`src/rtl/i2c_seq_pkg.sv`:
```
package i2c_seq_pkg;
   localparam int CMD_W = 4;
   localparam logic [CMD_W-1:0] CMD_RUN   = 4'h1;
   localparam logic [CMD_W-1:0] CMD_START = 4'h2;
   localparam logic [CMD_W-1:0] CMD_STOP  = 4'h4;
   localparam logic [CMD_W-1:0] CMD_ACK   = 4'h8;

   localparam logic [1:0] ERR_NONE    = 2'd0;
   localparam logic [1:0] ERR_BUS     = 2'd1;
   localparam logic [1:0] ERR_TIMEOUT = 2'd2;

   typedef enum logic [2:0] {
      ST_IDLE, ST_RSTW, ST_NEXT, ST_WAIT, ST_PUSH, ST_ABORT, ST_RECOV, ST_FIN
   } seq_state_t;
endpackage

```
`src/rtl/i2c_seq_cmdgen.sv`:
```
module i2c_seq_cmdgen
   import i2c_seq_pkg::*;
(
   input  logic             rd_phase,
   input  logic             start_pend,
   input  logic             last_byte,
   input  logic             stop_flag,
   input  logic             rd_none,
   output logic [CMD_W-1:0] cmd
);
   always_comb begin
      cmd = CMD_RUN;
      if (start_pend) cmd = cmd | CMD_START;
      if (rd_phase) begin
         if (last_byte && stop_flag) cmd = cmd | CMD_STOP;
         else                        cmd = cmd | CMD_ACK;
      end else if (last_byte && stop_flag && rd_none) begin
         cmd = cmd | CMD_STOP;
      end
   end
endmodule

```
`src/rtl/i2c_seq_timer.sv`:
```
module i2c_seq_timer #(
   parameter int MAX_CNT = 16
) (
   input  logic clk,
   input  logic rst_n,
   input  logic load,
   output logic expired
);
   localparam int TW = (MAX_CNT < 1) ? 1 : $clog2(MAX_CNT + 1);

   generate
      if (MAX_CNT == 0) begin : g_none
         logic unused_in;
         assign unused_in = load ^ clk ^ rst_n;
         assign expired   = 1'b1;
      end else begin : g_cnt
         logic [TW-1:0] cnt;
         always_ff @(posedge clk or negedge rst_n) begin
            if (!rst_n)           cnt <= '0;
            else if (load)        cnt <= TW'(MAX_CNT);
            else if (cnt != '0)   cnt <= cnt - TW'(1);
         end
         assign expired = (cnt == '0);
      end
   endgenerate
endmodule

```
`src/rtl/i2c_xfer_seq.sv`:
```
module i2c_xfer_seq
   import i2c_seq_pkg::*;
#(
   parameter int CNT_W       = 8,
   parameter int IDLE_CYC    = 50000,
   parameter int TIMEOUT_CYC = 100000000
) (
   input  logic             clk,
   input  logic             rst_n,
   input  logic             req_valid,
   output logic             req_ready,
   input  logic [6:0]       req_addr,
   input  logic [CNT_W-1:0] req_wr_cnt,
   input  logic [CNT_W-1:0] req_rd_cnt,
   input  logic             req_start,
   input  logic             req_stop,
   input  logic             wr_valid,
   output logic             wr_ready,
   input  logic [7:0]       wr_data,
   output logic             rd_valid,
   input  logic             rd_ready,
   output logic [7:0]       rd_data,
   output logic             done,
   output logic [1:0]       err_code,
   output logic             eng_cmd_valid,
   output logic [3:0]       eng_cmd,
   output logic [7:0]       eng_addr,
   output logic [7:0]       eng_wdata,
   output logic             eng_reset,
   input  logic             eng_done,
   input  logic [7:0]       eng_rdata,
   input  logic             eng_clkto,
   input  logic             eng_arblost,
   input  logic             eng_buserr
);
   generate
      if (CNT_W < 1)                begin : g_bad_cnt  $error("CNT_W must be at least 1"); end
      if (IDLE_CYC < 1)             begin : g_bad_idle $error("IDLE_CYC must be at least 1"); end
      if (TIMEOUT_CYC <= IDLE_CYC)  begin : g_bad_tmo  $error("TIMEOUT_CYC must exceed IDLE_CYC"); end
   endgenerate

   seq_state_t       state;
   logic [6:0]       addr_q;
   logic [CNT_W-1:0] wr_cnt_q, rd_cnt_q, idx, phase_cnt;
   logic             stop_q, rd_phase, start_pend, cur_start;
   logic [7:0]       rd_data_q;
   logic [1:0]       err_q;
   logic             rst_q;
   logic             last_byte, timeout_hit, cmd_fire, go_rst, req_empty;
   logic             idle_load, idle_exp, tmo_exp;
   logic [CMD_W-1:0] gen_cmd;

   assign req_empty   = (req_wr_cnt == '0) && (req_rd_cnt == '0);
   assign go_rst      = (state == ST_IDLE) && req_valid && !req_empty &&
                        req_start && (eng_clkto || eng_arblost);
   assign idle_load   = go_rst || (state == ST_ABORT);
   assign phase_cnt   = rd_phase ? rd_cnt_q : wr_cnt_q;
   assign last_byte   = (idx == phase_cnt - CNT_W'(1));
   assign timeout_hit = tmo_exp && ((state == ST_NEXT) || (state == ST_WAIT) ||
                                    (state == ST_PUSH));
   assign cmd_fire    = (state == ST_NEXT) && !timeout_hit && (rd_phase || wr_valid);

   i2c_seq_timer #(.MAX_CNT(IDLE_CYC)) u_idle_tmr (
      .clk(clk), .rst_n(rst_n), .load(idle_load), .expired(idle_exp));

   i2c_seq_timer #(.MAX_CNT(TIMEOUT_CYC)) u_xfer_tmr (
      .clk(clk), .rst_n(rst_n), .load((state == ST_IDLE) && req_valid),
      .expired(tmo_exp));

   i2c_seq_cmdgen u_cmdgen (
      .rd_phase(rd_phase), .start_pend(start_pend), .last_byte(last_byte),
      .stop_flag(stop_q), .rd_none(rd_cnt_q == '0), .cmd(gen_cmd));

   always_ff @(posedge clk or negedge rst_n) begin
      if (!rst_n) begin
         state      <= ST_IDLE;
         addr_q     <= '0;
         wr_cnt_q   <= '0;
         rd_cnt_q   <= '0;
         idx        <= '0;
         stop_q     <= 1'b0;
         rd_phase   <= 1'b0;
         start_pend <= 1'b0;
         cur_start  <= 1'b0;
         rd_data_q  <= '0;
         err_q      <= ERR_NONE;
         rst_q      <= 1'b0;
      end else begin
         rst_q <= 1'b0;
         case (state)
            ST_IDLE: if (req_valid) begin
               addr_q     <= req_addr;
               wr_cnt_q   <= req_wr_cnt;
               rd_cnt_q   <= req_rd_cnt;
               stop_q     <= req_stop;
               start_pend <= req_start;
               rd_phase   <= (req_wr_cnt == '0);
               idx        <= '0;
               err_q      <= ERR_NONE;
               if (req_empty)   state <= ST_FIN;
               else if (go_rst) begin
                  rst_q <= 1'b1;
                  state <= ST_RSTW;
               end else         state <= ST_NEXT;
            end
            ST_RSTW: if (idle_exp) state <= ST_NEXT;
            ST_NEXT: begin
               if (timeout_hit) begin
                  err_q <= ERR_TIMEOUT;
                  state <= ST_ABORT;
               end else if (cmd_fire) begin
                  cur_start  <= start_pend;
                  start_pend <= 1'b0;
                  state      <= ST_WAIT;
               end
            end
            ST_WAIT: begin
               if (timeout_hit) begin
                  err_q <= ERR_TIMEOUT;
                  state <= ST_ABORT;
               end else if (eng_done) begin
                  if ((eng_clkto || eng_arblost || eng_buserr) && !cur_start) begin
                     err_q <= ERR_BUS;
                     state <= ST_ABORT;
                  end else if (rd_phase) begin
                     rd_data_q <= eng_rdata;
                     state     <= ST_PUSH;
                  end else if (!last_byte) begin
                     idx   <= idx + CNT_W'(1);
                     state <= ST_NEXT;
                  end else if (rd_cnt_q != '0) begin
                     rd_phase   <= 1'b1;
                     idx        <= '0;
                     start_pend <= 1'b1;
                     state      <= ST_NEXT;
                  end else begin
                     state <= ST_FIN;
                  end
               end
            end
            ST_PUSH: begin
               if (timeout_hit) begin
                  err_q <= ERR_TIMEOUT;
                  state <= ST_ABORT;
               end else if (rd_ready) begin
                  if (last_byte) state <= ST_FIN;
                  else begin
                     idx   <= idx + CNT_W'(1);
                     state <= ST_NEXT;
                  end
               end
            end
            ST_ABORT: state <= ST_RECOV;
            ST_RECOV: if (idle_exp) state <= ST_FIN;
            ST_FIN:   state <= ST_IDLE;
            default:  state <= ST_IDLE;
         endcase
      end
   end

   assign req_ready     = (state == ST_IDLE);
   assign wr_ready      = cmd_fire && !rd_phase;
   assign eng_cmd_valid = cmd_fire || (state == ST_ABORT);
   assign eng_cmd       = (state == ST_ABORT) ? CMD_STOP : gen_cmd;
   assign eng_addr      = {addr_q, rd_phase};
   assign eng_wdata     = wr_data;
   assign eng_reset     = rst_q;
   assign rd_valid      = (state == ST_PUSH);
   assign rd_data       = rd_data_q;
   assign done          = (state == ST_FIN);
   assign err_code      = err_q;
endmodule

```
`config.mk`:
```
export PLATFORM = sky130hd
export DESIGN_NAME = i2c_xfer_seq
export DESIGN_NICKNAME = d
export VERILOG_FILES = /design/src/rtl/i2c_seq_pkg.sv /design/src/rtl/i2c_seq_cmdgen.sv /design/src/rtl/i2c_seq_timer.sv /design/src/rtl/i2c_xfer_seq.sv
export SDC_FILE = /design/constraint.sdc
export NUM_CORES = 1
export LEC_CHECK = 0
export BUFFER_PORTS_ARGS = -buffer_cell sky130_fd_sc_hd__buf_2
export CORE_MARGIN = 1
export CORE_UTILIZATION = 52
export CTS_CLUSTER_DIAMETER = 150
export DETAILED_ROUTE_END_ITERATION = 10
export GPL_TIMING_DRIVEN = 0
export PLACE_DENSITY = 0.74
export RECOVER_POWER = 100
export SYNTH_ARGS = -nofsm -noshare
export SYNTH_HDL_FRONTEND = slang
export SYNTH_HIERARCHICAL = 1
export SYNTH_SLANG_ARGS = --single-unit
```
`constraint.sdc`:
```
create_clock -name clk -period 3 [get_ports clk]
set_clock_uncertainty 0.2 [all_clocks]
set_input_delay 0.45 -clock clk [delete_from_list [all_inputs] [get_ports clk]]
set_output_delay 0.45 -clock clk [all_outputs]
set_load 0.01 [all_outputs]
```
==> results of run 1 <==
-- final cells by class --
type / count / area, um^2 / share of cell area (%)
timing repair buffer: 114 / 691 / 10.2
clock inverter: 7 / 70.1 / 1.04
clock buffer: 9 / 124 / 1.83
inverter: 18 / 70.1 / 1.04
sequential: 92 / 2300 / 34.0
tap: 136 / 170 / 2.51
buffer: 33 / 216 / 3.20
multi-input combinational: 420 / 3120 / 46.2
-- what timing repair did --
item	in CTS	in global routing
pin swaps	24	13
endpoints found under the hold margin	22	0
setup buffers	26	9
hold buffers	1	0
endpoints found under the setup margin	64	43
gates resized for setup	46	19
-- metrics by stage --
step	power, mW	setup TNS, ns	hold WS, ns	std cells
global placement	4.84	-15.45	0.277	780
CTS	6.16	-2.08	0.0788	822
detailed placement	4.94	-17.70	0.179	781
finish	6.35	-4.44	0.0952	829
floorplan	4.18	-0.828	-0.0456	567
global route	6.77	-24.39	0.0794	829
-- state kept, by name, indices dropped and copies added, names as in the netlist --
register              cells
u_xfer_tmr/g_cnt.cnt     27
u_idle_tmr/g_cnt.cnt     16
idx                       8
rd_cnt_q                  8
rd_data                   8
wr_cnt_q                  8
addr_q                    7
state                     3
err_code                  2
cur_start                 1
eng_reset                 1
rd_phase                  1
start_pend                1
stop_q                    1
-- metal layers --
layer	wire, um	vias to the layer above	global-route usage [%]
met2	6730	222	42.8
met5	0	-	0
met3	849	35	5.61
li1	-	2320	-
met1	6050	2408	34.1
met4	354	0	10.7
-- final timing paths --
| path | start | cells after the start | slack (ns) | to |
|---|---|---|---|---|
| max | wr_cnt_q[0] | 8 | -0.62 | eng_cmd[3] |
| max in group asynchronous | rst_n | 3 | 0.18 | rd_phase |
| min in group asynchronous | rst_n | 2 | 0.68 | state[2] |
| max reg2reg | wr_cnt_q[0] | 10 | -0.39 | start_pend |
| min reg2reg | u_xfer_tmr/g_cnt.cnt[26] | 2 | 0.31 | u_xfer_tmr/g_cnt.cnt[26] |
| min | eng_rdata[6] | 2 | 0.1 | rd_data[6] |
-- Yosys cell counts (3+ instances only) --
cell type	count	area share, %
dfrtp_1	92	42
nor2_1	56	3.8
mux2_2	36	7.3
a21oi_1	24	2.2
nand2_1	24	1.6
nor3_1	24	2.2
o21ai_0	24	2.2
nor4_1	18	2.0
clkbuf_1	17	1.2
inv_1	17	1.2
mux2i_1	16	2.9
nand3_1	14	1.3
xnor2_1	13	2.1
nor2b_1	12	1.4
buf_4	11	1.5
or3_1	11	1.2
or4_1	10	1.4
xor2_1	10	1.6
nand2b_1	9	1.0
o31ai_1	8	1.1
o22ai_1	7	0.79
buf_2	5	0.45
nor4b_1	5	0.79
and2_1	4	0.45
and3_1	4	0.45
ha_1	4	0.91
or4_4	4	0.82
a211oi_1	3	0.41
a22oi_1	3	0.41
a41oi_1	3	0.48
nand4_1	3	0.34
o211ai_1	3	0.41
o21ai_1	3	0.27
o31a_1	3	0.48
or2_2	3	0.34
or3b_2	3	0.48
or4b_1	3	0.54
-- power by group --
group / total (mW) / internal [mW] / switching (mW)
logic: 3.31 / 1.58 / 1.72
clock network: 0.833 / 0.322 / 0.511
registers: 2.21 / 1.70 / 0.510
total: 6.35 / 3.61 / 2.74
-- layout by cell type (no fill, tap or decap), types with 4 or more instances in the layout --
master	n
a21oi_1	22
and3_1	4
buf_2	50
buf_4	36
buf_6	12
clkbuf_1	36
clkbuf_2	7
clkbuf_8	9
dfrtp_1	91
inv_1	15
mux2_2	36
mux2i_1	16
nand2_1	23
nand2b_1	8
nand3_1	13
nor2_1	56
nor2b_1	12
nor3_1	23
nor4_1	16
nor4_4	4
nor4b_1	5
o21ai_0	20
o21ai_1	7
o22ai_1	5
o31ai_1	8
or3_1	10
or4_1	10
or4_4	4
xnor2_1	12
xor2_1	10
-- worst register-to-register path, cell delays in order, from the launching register on --
cell	delay (ns)
dfrtp_1	0.42
or4_4	0.56
and2_4	0.17
or4b_4	0.52
a2111oi_4	0.45
buf_4	0.18
buf_6	0.09
buf_8	0.11
nor2_1	0.05
o41ai_1	0.39
o21ai_1	0.13
-- cells by family (layout without fill, tap and decap cells) --
| logic type | count (synthesis) | after routing | share of synthesized area [%] |
|---|---|---|---|
| AND/OR/NAND/NOR | 230 | 230 | 24.6 |
| buffers and inverters | 55 | 181 | 4.90 |
| adder cells (fa/ha/maj) | 4 | 4 | 0.907 |
| other | 1 | 1 | 0.0680 |
| XOR/XNOR | 23 | 23 | 3.65 |
| AO/OA/AOI/OAI | 108 | 108 | 13.4 |
| flip-flops | 92 | 92 | 41.7 |
| multiplexers | 54 | 54 | 10.7 |
==> summary.md, run 1 <==
| Metric | Value |
|---|---|
| Area delta synth->final | 22.7% |
| Final min period | 3.62 ns |
| Critical Path Slowest Stage Cell | or4_4 |
| Core Rows | 37 |
| Die area | 11000 um^2 |
| Arrival @ worst endpoint | 2.97 ns |
| Worst-margin pin slew | 1.32 ns |
| First-pass GRT wire length | 23.3 mm |
| Vias in the first global route | 4919 |
| CTS tree | yes |
| DIE HEIGHT | 105 um |
| Final setup fails | 30 |
| Failing checks | negative setup slack |
| Clk slew on worst S/H paths | 0.10 ns |
| Drt wl/cell | 16.9 um |
| Async set or reset register ratio after synthesis | 100% |
| Clk_lat worst skew | 0.38 ns |
| DRT antenna net count | 0 |
| Worst hold path type | input port to flop |
| Slew Viols, Final | 0 |
| Average size of a mapped cell | 9.73 um^2 |
| Sequential-to-total area share from yosys stat | 41.7% |
| EDFF count, synth | 0 |
| Critical setup path kind | flop to primary output |
| Final WL | 14.0 mm |
| Dpl hpwl | 9.37 mm |
| Final core utilization | 65.6% |
| Fmax | 277 MHz |
| Max cap viols | 0 |
| Commonest register cell after synthesis | dfrtp_1 |
| I/O pin count | 86 |
| Initial antenna violation count | 0 |
| Worst Slack Setup Final | -0.616 ns |
| Clock Path Buffers | 2 |
| GRT overflow | 0 |
| Placed inst area | 6120 um^2 |
| DR vias/cell | 6.01 |
| Starting density of the core | 53.4% |
| DRT iter0 DRCs | 259 |
| CORE AREA | 10300 um^2 |
| Yosys reg bits | 92 |
| CP top delay family | simple AND/OR/NAND/NOR gates |
| Drt first pass iters | 5 |
| Via count | 4985 |
| CP Max Fanout | 3 |
| Gpl congestion | 0.945 |
| Final period utilization | 121% |
| CP required | 2.35 ns |
| Syn Nets | 621 |
| Critical Path Sink Type | primary output |
| Post-route cell area | 6770 um^2 |
| CP max stage delay | 0.56 ns |
| Slew Limit Headroom | 12.0% |
| Synth Instances | 567 |
| DRC viols | 0 |
| Static Leak | 2.80 nW |
| Final hold violation count | 0 |
| Nets | 742 |
| Outcome | finished, violations left |
| Yosys warnings | 6 |
| Clock sinks | 92 |
| Mapped cell area | 5520 um^2 |
| Unique masters post-synth | 83 |
| CP Buf/Inv Count | 2 |
| H-tree levels | 3 |
| Share of cells above drive strength 1 | 31.2% |
| CTS Buf Count | 9 |
| CTS root buf | clkbuf_8 |
| Die X | 105 um |
| RSZ-0062 raised after global routing | true |
| Power per standard cell area | 939 nW/um^2 |
| Fill count | 826 |
| Most common cell on crit path | and2_4 |
| Cell-by-cell trace of the critical path | or4_4, and2_4, or4b_4, a2111oi_4, buf_4, a21boi_2, and2_4, buf_6 |
| Worst slack at placement | -0.692 ns |
| Ant diodes | 0 |
| Tot GR Track Use | 26.3% |
| Input/output buffers | 77 |
| Peak supply drop | 0.672 mV |
| Crit start category | flop |
| Largest net degree at the start of global routing | 71 |
(Power assumes the default switching activity.)
==> run 2: changes to the inputs <==
SKIP_CTS_REPAIR_TIMING = 1   (was unset)
==> run 2 against run 1 <==
Effect of this change: the flow still finishes with violations (negative setup slack); clock power about the same; combinational power down 4%; register-to-register slack better by 0.10 ns; final area down 1.4%; count of clock-buffer cells in the layout unchanged; sequential power about the same; non-clock buffer count down 5; worst setup slack worse by 0.25 ns; core utilization down 0.95 points; cell count down 0.60%; critical path depth unchanged; via count down 1.5%; largest cell class unchanged; largest power group unchanged.
==> summary.md, run 2 (synthesis results as in run 1) <==
| Metric | Value |
|---|---|
| DR vias/cell | 5.96 (was 6.01) |
| Gpl congestion | 0.945 (unchanged) |
| Static Leak | 2.76 nW (was 2.80 nW) |
| FF/Latch Area | 2300 um^2 (unchanged) |
| DRC viols | 0 (unchanged) |
| GRT overflow | 0 (unchanged) |
| Drt wl/cell | 16.5 um (was 16.9 um) |
| H-tree levels | 3 (unchanged) |
| Final min period | 3.86 ns (was 3.62 ns) |
| DRT iter0 DRCs | 236 (was 259) |
| Die X | 105 um (unchanged) |
| Post-route cell area | 6670 um^2 (was 6770 um^2) |
| CTS root buf | clkbuf_8 (unchanged) |
| Critical Path Sink Type | primary output (unchanged) |
| Most frequent cells in the layout | dfrtp_1, buf_2, nor2_1 (was dfrtp_1, nor2_1, buf_2) |
| Worst-margin pin slew | 1.33 ns (was 1.32 ns) |
| DIE HEIGHT | 105 um (unchanged) |
| CP Max Fanout | 7 (was 3) |
| Input/output buffers | 77 (unchanged) |
| Power per standard cell area | 934 nW/um^2 (was 939 nW/um^2) |
| Largest register FFs | 27 (unchanged) |
| Starting density of the core | 53.4% (unchanged) |
| Critical setup path kind | flop to primary output (unchanged) |
| Final hold violation count | 0 (unchanged) |
| Clock Path Buffers | 2 (unchanged) |
| Cell Count, Final, Fillers Out | 824 (was 829) |
| Outcome | finished, violations left (unchanged) |
| Area delta synth->final | 20.9% (was 22.7%) |
| Area used by multi-input combinational logic | 3120 um^2 (about the same) |
| Top Registers | u_xfer_tmr/g_cnt.cnt (27), u_idle_tmr/g_cnt.cnt (16) (unchanged) |
| CORE AREA | 10300 um^2 (unchanged) |
| Drt first pass iters | 5 (unchanged) |
| Placed inst area | 6120 um^2 (unchanged) |
| Peak supply drop | 0.643 mV (was 0.672 mV) |
| Vias in the first global route | 4607 (was 4919) |
| Final period utilization | 129% (was 121%) |
| Final setup fails | 20 (was 30) |
| Via count | 4911 (was 4985) |
| Slew Limit Headroom | 11.5% (was 12.0%) |
| Most common cell after layout, fill and taps aside | dfrtp_1 (unchanged) |
| Fmax | 259 MHz (was 277 MHz) |
| Final WL | 13.6 mm (was 14.0 mm) |
| Largest net degree at the start of global routing | 71 (unchanged) |
| Clk_lat worst skew | 0.38 ns (about the same) |
| Most flops, register | u_xfer_tmr/g_cnt.cnt (unchanged) |
| Slew Viols, Final | 0 (unchanged) |
| DRT antenna net count | 0 (unchanged) |
| Fill count | 843 (was 826) |
| Worst Slack Setup Final | -0.862 ns (was -0.616 ns) |
| Clk slew on worst S/H paths | 0.10 ns (about the same) |
| Worst hold path type | input port to flop (unchanged) |
| Arrival @ worst endpoint | 3.21 ns (was 2.97 ns) |
| Ant diodes | 0 (unchanged) |
| Core Rows | 37 (unchanged) |
| Die area | 11000 um^2 (unchanged) |
| Worst slack at placement | -0.692 ns (unchanged) |
| Initial antenna violation count | 0 (unchanged) |
| Placed Cells incl. Taps | 781 (unchanged) |
| CP required | 2.35 ns (about the same) |
| CTS tree | yes (unchanged) |
| RSZ-0062 raised after global routing | true (unchanged) |
| Share of cells above drive strength 1 | 31.4% (was 31.2%) |
| Clock sinks | 92 (unchanged) |
| Failing checks | negative setup slack (unchanged) |
| First-pass GRT wire length | 21.8 mm (was 23.3 mm) |
| Tot GR Track Use | 24.6% (was 26.3%) |
| Crit start category | flop (unchanged) |
| I/O pin count | 86 (unchanged) |
| Max cap viols | 0 (unchanged) |
| CTS Buf Count | 9 (unchanged) |
| Dpl hpwl | 9.37 mm (unchanged) |
| Nets | 737 (was 742) |
## run 2: area by class of cell
cell class	instances	area share, %
multi-input cells	420	46.7
flip-flops and latches	92	34.5
repair buffers	108	9.11
plain buffers	34	3.11
well taps	136	2.55
clock buffers	9	1.86
inverters	18	1.07
clock inverters	7	1.05
## run 2: metrics by stage
stage          total power, mW  util [%]  setup TNS (ns)  hold WS, ns
3_5_place_dp              4.94      59.3          -17.70        0.179
5_1_grt                   6.65      64.6          -23.01       0.0792
6_report                  6.23      64.6           -4.37       0.0931
3_3_place_gp              4.84      59.0          -15.45        0.277
2_1_floorplan             4.18         -          -0.828      -0.0456
4_1_cts                   5.80      61.2          -20.67       -0.236
## run 2: worst paths after layout
check / from / end / slack [ns] / cells after the start
worst max-delay path: rd_phase / eng_cmd[2] / -0.86 / 8
worst min-delay path: eng_rdata[6] / rd_data[6] / 0.09 / 2
worst max register to register: rd_phase / start_pend / -0.29 / 9
worst min register to register: u_xfer_tmr/g_cnt.cnt[26] / u_xfer_tmr/g_cnt.cnt[26] / 0.31 / 2
max in group asynchronous: rst_n / rd_phase / 0.17 / 3
min in group asynchronous: rst_n / state[2] / 0.68 / 2
## run 2: critical path: stages, from the launching register on
cell and delay (ns):
dfrtp_2 0.39, buf_6 0.12, or4b_4 0.47, and2_4 0.18
or4b_4 0.54, a2111oi_4 0.63, o211a_1 0.26, nand2b_4 0.13
buf_6 0.10
## run 2: per-layer routing
layer,GRT usage [%],share of wire [%]
met5,0,0
met4,8.85,2.5
met3,5.36,5.9
met2,39.5,47
met1,32.7,45
## run 2: power breakdown
part / leakage, nW / switching, mW / total [mW] / internal, mW
Combinational: 1.56 / 1.70 / 3.19 / 1.50
Sequential: 1.10 / 0.497 / 2.20 / 1.70
Clock: 0.0887 / 0.512 / 0.834 / 0.322
